**config.mk**
```make
export PLATFORM = sky130hd
export DESIGN_NAME = dpx_squarer
export DESIGN_NICKNAME = d
export VERILOG_FILES = /design/src/rtl/dpx_pkg.sv /design/src/rtl/dpx_column.sv /design/src/rtl/dpx_carry_chain.sv /design/src/rtl/dpx_two_bit.sv /design/src/rtl/dpx_squarer.sv
export SDC_FILE = /design/constraint.sdc
export NUM_CORES = 1
export LEC_CHECK = 0
export ABC_AREA = 1
export BUFFER_PORTS_ARGS = -buffer_cell sky130_fd_sc_hd__buf_2
export CORE_UTILIZATION = 55
export DETAILED_ROUTE_END_ITERATION = 6
export PLACE_DENSITY = 0.82
export SYNTH_ARGS = -nofsm -noshare
export SYNTH_HDL_FRONTEND = slang
export SYNTH_SLANG_ARGS = --single-unit
```
**constraint.sdc**
```tcl
create_clock -name vclk -period 14
set_input_delay 0.7 -clock vclk [all_inputs]
set_output_delay 0.7 -clock vclk [all_outputs]
set_load 0.01 [all_outputs]
```
**src/rtl/dpx_pkg.sv**
```systemverilog
package dpx_pkg;
  // Width of one column count plus incoming carry, enough for the widest column.
  function automatic int col_cnt_width(input int n);
    return $clog2(n) + 3;
  endfunction
endpackage

```
**src/rtl/dpx_column.sv**
```systemverilog
module dpx_column #(
  parameter int N  = 8,
  parameter int K  = 0,
  parameter int CW = 6
) (
  input  logic [N-1:0]  opnd,
  output logic [CW-1:0] count
);
  logic mid_bit;

  // Centre bit: a bit squared is itself, so it lands in its own column.
  generate
    if ((K % 2 == 0) && (K / 2 < N)) begin : g_mid
      assign mid_bit = opnd[K/2];
    end else begin : g_nomid
      assign mid_bit = 1'b0;
    end
  endgenerate

  // Symmetric pairs from column K-1, doubled by moving them up one column.
  always_comb begin
    count = CW'(mid_bit);
    for (int i = 0; i < N; i++) begin
      for (int j = i + 1; j < N; j++) begin
        if (i + j == K - 1) begin
          count = count + CW'(opnd[i] & opnd[j]);
        end
      end
    end
  end
endmodule

```
**src/rtl/dpx_carry_chain.sv**
```systemverilog
module dpx_carry_chain #(
  parameter int N  = 8,
  parameter int CW = 6
) (
  input  logic [2*N*CW-1:0] counts,
  output logic [2*N-1:0]    sq
);
  logic [CW-1:0] carry;
  logic [CW-1:0] acc;

  // Right-to-left: keep the low bit of each column, pass the rest on.
  always_comb begin
    carry = '0;
    acc   = '0;
    sq    = '0;
    for (int k = 0; k < 2 * N; k++) begin
      acc   = counts[k*CW +: CW] + carry;
      sq[k] = acc[0];
      carry = acc >> 1;
    end
  end
endmodule

```
**src/rtl/dpx_two_bit.sv**
```systemverilog
module dpx_two_bit (
  input  logic [1:0] opnd,
  output logic [3:0] sq
);
  logic a0_n;

  assign a0_n  = ~opnd[0];
  assign sq[0] = opnd[0];
  assign sq[1] = 1'b0;
  assign sq[2] = ~(a0_n ? ~opnd[1] : 1'b1);
  assign sq[3] = opnd[1] & opnd[0];
endmodule

```
**src/rtl/dpx_squarer.sv**
```systemverilog
module dpx_squarer #(
  parameter int N = 8
) (
  input  logic           in_valid,
  output logic           in_ready,
  input  logic [N-1:0]   in_operand,
  output logic           out_valid,
  input  logic           out_ready,
  output logic [2*N-1:0] out_square
);
  localparam int CW   = dpx_pkg::col_cnt_width(N);
  localparam int NCOL = 2 * N;

  assign out_valid = in_valid;
  assign in_ready  = out_ready;

  generate
    if (N == 2) begin : g_tiny
      dpx_two_bit u_tiny (
        .opnd (in_operand),
        .sq   (out_square)
      );
    end else begin : g_cols
      logic [NCOL*CW-1:0] col_counts;
      for (genvar k = 0; k < NCOL; k++) begin : g_col
        dpx_column #(.N(N), .K(k), .CW(CW)) u_col (
          .opnd  (in_operand),
          .count (col_counts[k*CW +: CW])
        );
      end
      dpx_carry_chain #(.N(N), .CW(CW)) u_chain (
        .counts (col_counts),
        .sq     (out_square)
      );
    end
  endgenerate
endmodule

```
==> qor.csv <==
stage,metric,value,unit
status,status,completed,
routing,DR pass1 iterations,4,
sta,setup slack after layout,1.78,ns
sta,final hold vios,0,
sta,Final Max Tran Viols,0,
placed_design,IO Port Bufs,23,
floorplan,area of the die,2190,sq um
floorplan,Top Ports,28,
routing,Routed WL,1.99,mm
yosys,Synth top area share,0.344,
placed_design,GPL Wtd Cong,0.716,
critical_path,Critical-path top delay cell,fa_1,
floorplan,site row count,15,
placed_design,dpl ws,1.75,ns
routing,routed via count,926,
min_path,Worst Hold Class,in -> out,
power_and_ir_drop,maximum VDD drop,0.0000405,V
finish,final instance area,1210,sq um
routing,metal1 wirelength,819,um
finish,seq_cells,0,
placed_design,Cells after DPL,193,
finish,Finished Core Util,0.670,
grt,initial antenna violation count,0,
sta,RSZ-0062 raised after global routing,false,
placed_design,area of placed instances,1210,sq um
sta,# setup viols final,0,
yosys,post-synth net total,200,
yosys,Syn Inst Count,153,
floorplan,Core ar.,1800,sq um
cts,number of buffers added for setup after CTS,0,
grt,first-pass GRT wire length,3.33,mm
grt,pin count of the biggest net entering global routing,10,
critical_path,Most common cell on crit path,fa_1,
yosys,mean area per synthesized cell,7.23,sq um
routing,ANT nets after route,0,
routing,Highest Signal Layer,met4,
finish,FILL cells,170,
yosys,Netlist cell types,17,
sta,period utilization,0.873,
placed_design,dpl hpwl,1.80,mm
critical_path,top fanout value on the critical path,9,
grt,vias in the first global route,877,
routing,Vias/cell,4.80,
critical_path,crit path launch type,input port,
power_and_ir_drop,Pwr per Cell Area,68.0,nW/um^2
min_path,min-delay src,out_ready,
routing,Iter 0 DRT Violations,13,
cts,hold buffers post-CTS,0,
critical_path,CP Capture Type,primary output,
routing,drt drc,0,
critical_path,worst setup path startpoint,in_operand[0],
yosys,Syn Std Cell Area,1110,sq um
critical_path,CP Class,in -> out,
finish,NumNets Final,217,
floorplan,DIE HEIGHT,46.8,um
yosys,Synth area leaders,"fa_1, ha_1, inv_1",
routing,WL met2,1.07,mm
sta,setup TNS,0,ns
floorplan,chip width,46.8,um
yosys,Synth area leader,fa_1,
finish,share of post-route cells with drive strength above 1,0.155,
finish,CLK BUF,0,
power_and_ir_drop,total power,82.1,uW
cts,CTS-repair resized insts,0,
grt,GRT Overall Usage,0.204,
run,max cap viols,0,
routing,post-DR wirelength/cell,10.3,um
min_path,Worst Hold Depth,0,
yosys,sequential fraction of the synthesis area,0,
yosys,Yosys warning count,0,
sta,Fmax,81.8,MHz
routing,met3 WL,95,um
critical_path,"Data arrival, critical path",11.52,ns
finish,register area,0,sq um
critical_path,delay of the slowest cell on the worst path,0.50,ns
floorplan,Initial Utilization,0.614,
grt,GR Overflow Total,0,
sta,worst hold slack,1.40,ns
finish,Ant. Diodes,0,
critical_path,CP required,13.30,ns
finish,synthesis-to-layout area growth,9.16,%
power_and_ir_drop,Leakage,0.832,nW
sta,Period minus WS final,12.22,ns
finish,fin cells,193,
min_path,Hold EP,in_ready,
-- cell families after synthesis --
kind of cell             count (synthesis)  synth area share
AO/OA/AOI/OAI                            3            0.0181
other                                    1           0.00339
adder cells (fa/ha/maj)                 37             0.548
buffers and inverters                   59             0.214
AND/OR/NAND/NOR                         48             0.178
XOR/XNOR                                 5            0.0396
-- layout by cell type (no fill, tap or decap) --
cell type	n
xnor2_1	2
nor2_2	1
a21oi_1	1
nand2_2	1
nand4_1	1
nor2_1	2
ha_1	18
nand2_1	40
xor2_1	3
inv_1	51
o21bai_1	2
fa_1	19
conb_1	1
buf_2	23
nand3_1	2
nand3_2	1
-- worst max-delay path by stage --
stage                                end  slack, ns  cells after the start
after floorplan           out_square[15]       2.29                     42
after global placement    out_square[15]       1.92                     44
after detailed placement  out_square[15]       1.75                     44
after CTS                 out_square[15]       1.72                     44
after global routing      out_square[15]       1.25                     44
final                     out_square[15]       1.78                     44
-- routing by layer --
layer,up-vias,global-route usage
met5,-,0
met4,0,0.0286
met3,2,0.0154
met2,30,0.381
met1,439,0.263
li1,455,-
-- critical path, delay by kind of cell --
kind          cells  cell delay [ns]
simple gates      3             0.18
fa+ha+maj        26             9.47
xor+xnor          1             0.28
buf+inv          14             0.91
-- cell usage after synthesis --
cell type  number
ha_1           18
buf_4           4
clkbuf_1        4
fa_1           19
nand3_1         2
nor2_2          1
nor2_1          2
xor2_1          3
nand4_1         1
nand2_1        40
conb_1          1
xnor2_1         2
inv_1          51
nand2_2         1
o21bai_1        2
nand3_2         1
a21oi_1         1
-- power by group --
| group | switching, mW | internal (mW) | total [mW] |
|---|---|---|---|
| logic | 0.0478 | 0.0343 | 0.0821 |
| registers | 0 | 0 | 0 |
| clock network | 0 | 0 | 0 |
| total | 0.0478 | 0.0343 | 0.0821 |
-- layout make-up --
| class | instances | area [sq um] | share of cell area |
|---|---|---|---|
| timing repair buffer | 23 | 115 | 0.0953 |
| inverter | 51 | 191 | 0.159 |
| multi-input combinational | 94 | 870 | 0.720 |
| tap | 25 | 31.3 | 0.0259 |
Note: power is estimated with default switching activity, not from simulation.
